[config.mk]
export PLATFORM = sky130hd
export DESIGN_NAME = burst_addr_seq
export DESIGN_NICKNAME = d
export VERILOG_FILES = /design/src/rtl/burst_addr_seq.sv
export SDC_FILE = /design/constraint.sdc
export NUM_CORES = 1
export LEC_CHECK = 0
export BUFFER_PORTS_ARGS = -buffer_cell sky130_fd_sc_hd__clkbuf_2
export CAP_MARGIN = 0
export CELL_PAD_IN_SITES_DETAIL_PLACEMENT = 1
export CELL_PAD_IN_SITES_GLOBAL_PLACEMENT = 1
export CORE_UTILIZATION = 36
export CTS_CLUSTER_DIAMETER = 100
export CTS_CLUSTER_SIZE = 12
export DETAILED_ROUTE_END_ITERATION = 12
export PLACE_DENSITY_LB_ADDON = 0.1
export SLEW_MARGIN = 20
export SYNTH_ARGS = -nofsm -noshare
export SYNTH_HDL_FRONTEND = slang
export SYNTH_SLANG_ARGS = --single-unit
export TNS_END_PERCENT = 100
[constraint.sdc]
create_clock -name clk -period 1.7 [get_ports clk]
set_input_delay 0.51 -clock clk [delete_from_list [all_inputs] [get_ports clk]]
set_output_delay 0.51 -clock clk [all_outputs]
set_load 0.02 [all_outputs]
[src/rtl/burst_addr_seq.sv]
module burst_addr_seq #(
  parameter int ADDR_W = 15
) (
  input  logic              clk,
  input  logic              rst_n,
  input  logic [ADDR_W-1:0] addr_in,
  input  logic              proc_start_n,
  input  logic              ctrl_start_n,
  input  logic              advance_n,
  input  logic              enable_n,
  input  logic              order_intlv,
  output logic [ADDR_W-1:0] addr_out,
  output logic [1:0]        cycle_kind
);
  localparam logic [1:0] K_DESEL = 2'd0;
  localparam logic [1:0] K_BEGIN = 2'd1;
  localparam logic [1:0] K_CONT  = 2'd2;
  localparam logic [1:0] K_SUSP  = 2'd3;

  logic [ADDR_W-3:0] hi_q;
  logic [1:0]        seed_q, step_q, kind_q, lo;
  logic              live_q;
  logic              take_p, take_c, load, drop;

  assign take_p = !proc_start_n && !enable_n;
  assign take_c = !take_p && !ctrl_start_n;
  assign load   = take_p || (take_c && !enable_n);
  assign drop   = take_c && enable_n;

  always_ff @(posedge clk or negedge rst_n) begin
    if (!rst_n) begin
      hi_q   <= '0;
      seed_q <= '0;
      step_q <= '0;
      live_q <= 1'b0;
      kind_q <= K_DESEL;
    end else if (load) begin
      hi_q   <= addr_in[ADDR_W-1:2];
      seed_q <= addr_in[1:0];
      step_q <= '0;
      live_q <= 1'b1;
      kind_q <= K_BEGIN;
    end else if (drop) begin
      live_q <= 1'b0;
      kind_q <= K_DESEL;
    end else if (live_q) begin
      if (!advance_n) begin
        step_q <= step_q + 2'd1;
        kind_q <= K_CONT;
      end else begin
        kind_q <= K_SUSP;
      end
    end else begin
      kind_q <= K_DESEL;
    end
  end

  assign lo         = order_intlv ? (seed_q ^ step_q) : (seed_q + step_q);
  assign addr_out   = {hi_q, lo};
  assign cycle_kind = kind_q;

  a_r2_begin_loads: assert property (@(posedge clk) disable iff (!rst_n)
    (!proc_start_n && !enable_n) |=> (cycle_kind == K_BEGIN && addr_out == $past(addr_in)));

  a_r3_no_begin_disabled: assert property (@(posedge clk) disable iff (!rst_n)
    (enable_n && ctrl_start_n) |=> (cycle_kind != K_BEGIN));

  a_r4_ctrl_deselect: assert property (@(posedge clk) disable iff (!rst_n)
    (!ctrl_start_n && enable_n) |=> (cycle_kind == K_DESEL));

  a_r5_suspend_holds: assert property (@(posedge clk) disable iff (!rst_n)
    ((proc_start_n || enable_n) && ctrl_start_n && advance_n && $stable(order_intlv))
      |=> (addr_out == $past(addr_out)));

  a_r10_upper_fixed: assert property (@(posedge clk) disable iff (!rst_n)
    ((proc_start_n || enable_n) && ctrl_start_n)
      |=> (addr_out[ADDR_W-1:2] == $past(addr_out[ADDR_W-1:2])));
endmodule

==> metrics.md, run 1 <==
| Metric | Value |
|---|---|
| Status | `finished, violations left` |
| Failing checks | `setup timing` |
| Critical Path End Type | `output pin` |
| Crit path launch type | `register` |
| Hpwl dp | `roughly 1300 um` |
| Avg WL per Cell | `12.9 um` |
| Count of different cell masters after synthesis | `16` |
| Buffer and inverter count on the worst path | `1` |
| Max-slew headroom | `around two thirds` |
| Hold Crit Class | `in -> async` |
| Pin count of the biggest net entering global routing | `22` |
| Vias in the first global route | `640` |
| Most used routing layer | `met2` |
| Syn avg cell area | `roughly 15 sq um` |
| Worst-Margin Slew | `0.494 ns` |
| Placed instance area | `roughly 1000 sq um` |
| Num CTS Buffers | `3` |
| Critical path cell sequence | `ha_2 -> nor2b_4 -> xnor2_1 -> buf_4` |
| Via count | `590` |
| CP Data Required Time | `roughly 1.2 ns` |
| CP top delay family | `flip-flops` |
| Post-layout util | `55.5%` |
| Ys Warns | `0` |
| Final WL | `between 1500 and 2000 um` |
| Share of cells above drive strength 1 | `about 66%` |
| I/O pin cnt | `39` |
| Area Overhead vs Synth | `38.6%` |
| Final worst slack | `-0.103 ns` |
| DRC viols | `0` |
| RSZ-0062 raised after global routing | `yes` |
| Slowest CP cell | `dfrtp_1` |
| Grt ovf | `0` |
| Most frequent cells in the layout | `clkbuf_2, dfrtp_1, mux2_2` |
| CP max stage delay | `approximately 0.41 ns` |
| ANT nets after route | `0` |
| Drt via density | `4.68` |
| H-Tree Depth | `1` |
| Final hold vios | `0` |
| VDD IR max | `between 600 and 700 uV` |
| Crit Path Max Fanout | `2` |
| Post-route cell area | `approximately 1100 sq um` |
| Pre-CTS WS | `0.101 ns` |
| Setup violators final | `1` |
| Root Buffer | `clkbuf_4` |
| Starting Density | `between 40% and 50%` |
| FF+latch count, synth | `20` |
| Post-Syn Nets | `79` |
| Met1 Use GR | `a little under a fifth` |
| Max cap viols | `0` |
| FP Rows | `16` |
| Post-synthesis sequential area ratio | `between 60% and 70%` |
| Post-Syn Area | `between 800 and 900 sq um` |
| Die width | `slightly below 50 um` |
| Fmax | `555 MHz` |
| M3 GR Usage | `under 10%` |
| Slew Viols, Final | `0` |
| Max clock buf depth | `2` |
| Final Total Pwr | `between 1 and 1.5 mW` |
| Clock-pin slew on the worst setup and hold paths | `approximately 0.11 ns` |
| Met2 usage | `approximately a quarter` |
| Period utilization | `106%` |
| Die area | `approximately 2500 sq um` |
| CTS tree | `yes` |
| DRT iter0 DRCs | `6` |
| Initial antenna violation count | `0` |
| Core box area | `roughly 2000 sq um` |
| Port Buffers | `38` |
| Clock period minus worst slack | `roughly 1.8 ns` |
| All-Layer GR Usage | `15.0%` |
| CTS sink count | `20` |
| Mapped Cells | `56` |
| Worst-Skew Late Latency | `around 0.29 ns` |
| Power per cell area | `roughly 1100 nW/um^2` |
| CP Data Arrival Time | `between 1 and 1.5 ns` |
| Gpl congestion | `0.658` |
| LEAKAGE | `between 0.5 and 0.6 nW` |
| DRT Pass-1 Iters | `3` |
| Most common cell after layout, fill and taps aside | `clkbuf_2` |
| CP Class | `reg -> out` |
| Nets@finish | `123` |
| Global-route wire length before repair | `2790 um` |
| Clk_skew | `0.00256 ns` |
| Diode count | `0` |
| Die H | `49.6 um` |
final cells by class:
class	instances	area [sq um]
Fill cell	240	910
Sequential cell	20	500
Multi-Input combinational cell	34	312
Timing Repair Buffer	41	234
Tap cell	27	33.8
Clock inverter	1	30.0
Clock buffer	3	22.5
stage by stage:
stage / cells / TNS [ns] / hold slack [ns]
6_report: 126 / -0.103 / 0.159
5_1_grt: 126 / -0.181 / 0.183
4_1_cts: 125 / -0.173 / 0.158
3_5_place_dp: 120 / 0 / 0.495
3_3_place_gp: 120 / 0 / 0.491
2_1_floorplan: 56 / 0 / 0.214
worst register-to-register path: cells and delay by family, from the launching register on:
family | cells | cell delay [ns]
buf+inv | 2 | 0.20
mux | 1 | 0.36
flops | 1 | 0.38
simple gates | 1 | 0.21
power by group:
| group | internal, mW | switching [mW] | total, mW |
|---|---|---|---|
| sequential | 0.533 | 0.0315 | 0.565 |
| combinational | 0.142 | 0.153 | 0.295 |
| clock | 0.238 | 0.141 | 0.379 |
| total | 0.913 | 0.326 | 1.24 |
what timing repair did:
item	in CTS	in global routing
pin swaps	2	2
buffers inserted	1	1
endpoints found under the setup margin	1	2
gates resized for setup	4	4
hold buffers	0	0
state kept, by name (all words and copies together), names as in the netlist:
signal and count:
step_q 2, seed_q 2, live_q 1, cycle_kind 2, hi_q 13
cell families after synthesis:
logic type | share of synthesized area [%]
and+or+nand+nor | 6.89
muxes | 22.1
buffers and inverters | 1.84
adders and majority gates | 1.53
xor gates and xnor gates | 2.14
DFF | 61.3
AOI/OAI and AO/OA | 4.29
cell usage after synthesis:
cell | number | area, sq um
nor2b_1 | 3 | 18.8
a21oi_2 | 1 | 8.76
ha_1 | 1 | 12.5
a21o_1 | 1 | 7.51
or3_1 | 1 | 6.26
dfrtp_1 | 20 | 500
xnor2_1 | 2 | 17.5
nand2b_1 | 2 | 12.5
nor3b_1 | 1 | 7.51
buf_4 | 2 | 15.0
mux2_2 | 16 | 180
a21oi_1 | 1 | 5.00
nor2_1 | 2 | 7.51
a31o_2 | 1 | 8.76
nand2_1 | 1 | 3.75
o21ai_0 | 1 | 5.00
worst paths after layout:
| kind | to | cells past startpoint | start | slack (ns) |
|---|---|---|---|---|
| setup / recovery | addr_out[1] | 4 | step_q[0] | -0.10 |
| hold / removal | hi_q[9] | 1 | rst_n | 0.16 |
| setup reg to reg | step_q[1] | 4 | step_q[0] | 0.45 |
| hold reg to reg | hi_q[9] | 1 | hi_q[9] | 0.51 |
| max in group asynchronous | step_q[0] | 1 | rst_n | 1.21 |
| min in group clk | hi_q[0] | 2 | addr_in[2] | 0.44 |
routing by layer:
metal,share of wire [%],wire length [um]
met5,0,0
met4,0.49,8
met3,4.7,76
met2,53,865
met1,42,679
Note: power is estimated with default switching activity, not from simulation.
==> inputs of run 2 (changes only) <==
--- a/config.mk
+++ b/config.mk
@@ -9,7 +9,8 @@
 export CAP_MARGIN = 0
 export CELL_PAD_IN_SITES_DETAIL_PLACEMENT = 1
 export CELL_PAD_IN_SITES_GLOBAL_PLACEMENT = 1
-export CORE_UTILIZATION = 36
+export CORE_ASPECT_RATIO = 0.9
+export CORE_UTILIZATION = 34
 export CTS_CLUSTER_DIAMETER = 100
 export CTS_CLUSTER_SIZE = 12
 export DETAILED_ROUTE_END_ITERATION = 12
==> constraint.sdc (replaced) <==
create_clock -name clk -period 1.9 [get_ports clk]
set_input_delay 0.57 -clock clk [delete_from_list [all_inputs] [get_ports clk]]
set_output_delay 0.57 -clock clk [all_outputs]
set_load 0.02 [all_outputs]
==> metrics.md, run 2 (synthesis results as in run 1) <==
| Metric | Value |
|---|---|
| Status | `completed (was finished, violations left)` |
| Period utilization | `97.9%` |
| Diode count | `0 (unchanged)` |
| Drt via density | `4.65 (was 4.68)` |
| Num CTS Buffers | `3 (unchanged)` |
| RSZ-0062 raised after global routing | `yes (unchanged)` |
| Starting Density | `36.8% (was 40.0%)` |
| Core box area | `2220 sq um (was 2040 sq um)` |
| DRT Pass-1 Iters | `2 (was 3)` |
| Grt ovf | `0 (unchanged)` |
| Fin cells | `127 (was 126)` |
| Die H | `48.5 um (was 49.6 um)` |
| Global-route wire length before repair | `2470 um (was 2790 um)` |
| Pin count of the biggest net entering global routing | `22 (unchanged)` |
| Final WL | `1520 um (was 1630 um)` |
| Gpl congestion | `0.630 (was 0.658)` |
| Multi-input logic area | `312 sq um (unchanged)` |
| Avg WL per Cell | `12.0 um (was 12.9 um)` |
| Critical path cell sequence | `ha_2 -> nor2b_4 -> xnor2_1 -> buf_4 (unchanged)` |
| CP Data Arrival Time | `1.29 ns (about the same)` |
| CTS Hold Bufs | `0 (unchanged)` |
| Area Overhead vs Synth | `36.8% (was 38.6%)` |
| Root Buffer | `clkbuf_4 (unchanged)` |
| Via count | `590 (unchanged)` |
| Critical Path End Type | `output pin (unchanged)` |
| Worst-Margin Slew | `0.496 ns (was 0.494 ns)` |
| ANT nets after route | `0 (unchanged)` |
| Sequential cell area | `500 sq um (unchanged)` |
| Fmax | `about 540 MHz` |
| Slew Viols, Final | `0 (unchanged)` |
| Slowest CP cell | `dfrtp_1 (unchanged)` |
| Worst-Skew Late Latency | `0.29 ns (about the same)` |
| FP Rows | `16 (unchanged)` |
| CP Data Required Time | `1.33 ns (was 1.19 ns)` |
| Crit path launch type | `register (unchanged)` |
| DRC viols | `0 (unchanged)` |
| Largest Register | `hi_q (unchanged)` |
| I/O pin cnt | `39 (unchanged)` |
| Initial antenna violation count | `0 (unchanged)` |
| Vias in the first global route | `590 (was 640)` |
| Nets@finish | `124 (was 123)` |
| CTS tree | `yes (unchanged)` |
| DRT iter0 DRCs | `4 (was 6)` |
| Clock-pin slew on the worst setup and hold paths | `0.11 ns (about the same)` |
| Port Buffers | `38 (unchanged)` |
| Setup violators final | `0 (was 1)` |
| Most frequent cells in the layout | `clkbuf_2, dfrtp_1, mux2_2 (unchanged)` |
| Hpwl dp | `1160 um (was 1270 um)` |
| Most common cell after layout, fill and taps aside | `clkbuf_2 (unchanged)` |
| Max cap viols | `0 (unchanged)` |
| Max clock buf depth | `2 (unchanged)` |
| Buffer and inverter count on the worst path | `1 (unchanged)` |
| Power per cell area | `896 nW/um^2 (was 1090 nW/um^2)` |
| CP Class | `reg -> out (unchanged)` |
| CTS sink count | `20 (unchanged)` |
| Dpl cells | `120 (unchanged)` |
| # fillers | `251 (was 240)` |
| Share of cells above drive strength 1 | `66.0% (was 65.7%)` |
| Die area | `2600 sq um (was 2460 sq um)` |
| Crit Path Max Fanout | `2 (unchanged)` |
| Final hold vios | `0 (unchanged)` |
| Max-slew headroom | `67.0% (was 67.1%)` |
| Die width | `53.7 um (was 49.6 um)` |
| Clk_skew | `0.000730 ns (was 0.00256 ns)` |
| All-Layer GR Usage | `13.1% (was 15.0%)` |
| Setup TNS | `0 ns (was -0.103 ns)` |
| H-Tree Depth | `1 (unchanged)` |
| Clock period minus worst slack | `1.86 ns` |
| CP max stage delay | `0.41 ns (about the same)` |
| LEAKAGE | `0.552 nW (was 0.556 nW)` |
| Hold Crit Class | `in -> async (unchanged)` |
| VDD IR max | `518 uV (was 628 uV)` |
| Largest register FFs | `13 (unchanged)` |
| CP top delay family | `flip-flops (unchanged)` |
-- run 2: worst paths after layout --
path	from	endpoint	slack, ns	depth (start not counted)
max	step_q[0]	addr_out[1]	0.04	4
min	rst_n	hi_q[1]	0.22	1
max reg2reg	step_q[0]	step_q[1]	0.62	4
min reg2reg	hi_q[4]	hi_q[4]	0.52	1
max in group asynchronous	rst_n	hi_q[5]	1.35	1
min in group clk	addr_in[6]	hi_q[4]	0.51	2
-- run 2: layer usage --
| metal | global-route usage [%] | up-vias | wire, um |
|---|---|---|---|
| li1 | - | 279 | - |
| met1 | 15.5 | 290 | 672 |
| met2 | 22.8 | 21 | 770 |
| met3 | 3.77 | 0 | 80 |
| met4 | 2.63 | 0 | 0 |
| met5 | 0 | - | 0 |
-- run 2: power breakdown --
part	internal, mW	switching [mW]
logic	0.123	0.136
clock network	0.116	0.122
registers	0.477	0.0263
total	0.716	0.285
-- run 2: area by class of cell --
class                   count  area share, %
repair buffers             42           21.1
well taps                  27           3.02
clock buffers               4           3.25
flip-flops and latches     20           44.8
multi-input cells          34           27.9
-- run 2: repair_timing --
action / in CTS / in global routing
setup endpoints to repair: 1 / 1
endpoints found under the hold margin: 0 / 0
buffers inserted: 1 / 2
pin swaps: 0 / 2
gates resized for setup: 1 / 4
-- run 2: metrics by stage --
stage | area [sq um] | hold WS [ns] | total power, mW | util [%] | worst slack (ns)
final | 1120 | 0.224 | 1.00 | 50.3 | 0.0396
after global routing | 1120 | 0.236 | 1.06 | 50.3 | -0.0503
after CTS | 1090 | 0.239 | 1.01 | 49.2 | 0.00390
after detailed placement | 1050 | 0.496 | 0.760 | 47.1 | 0.234
after global placement | 1050 | 0.490 | 0.751 | 47.1 | 0.253
after floorplan | 817 | 0.274 | 0.661 | - | 0.288
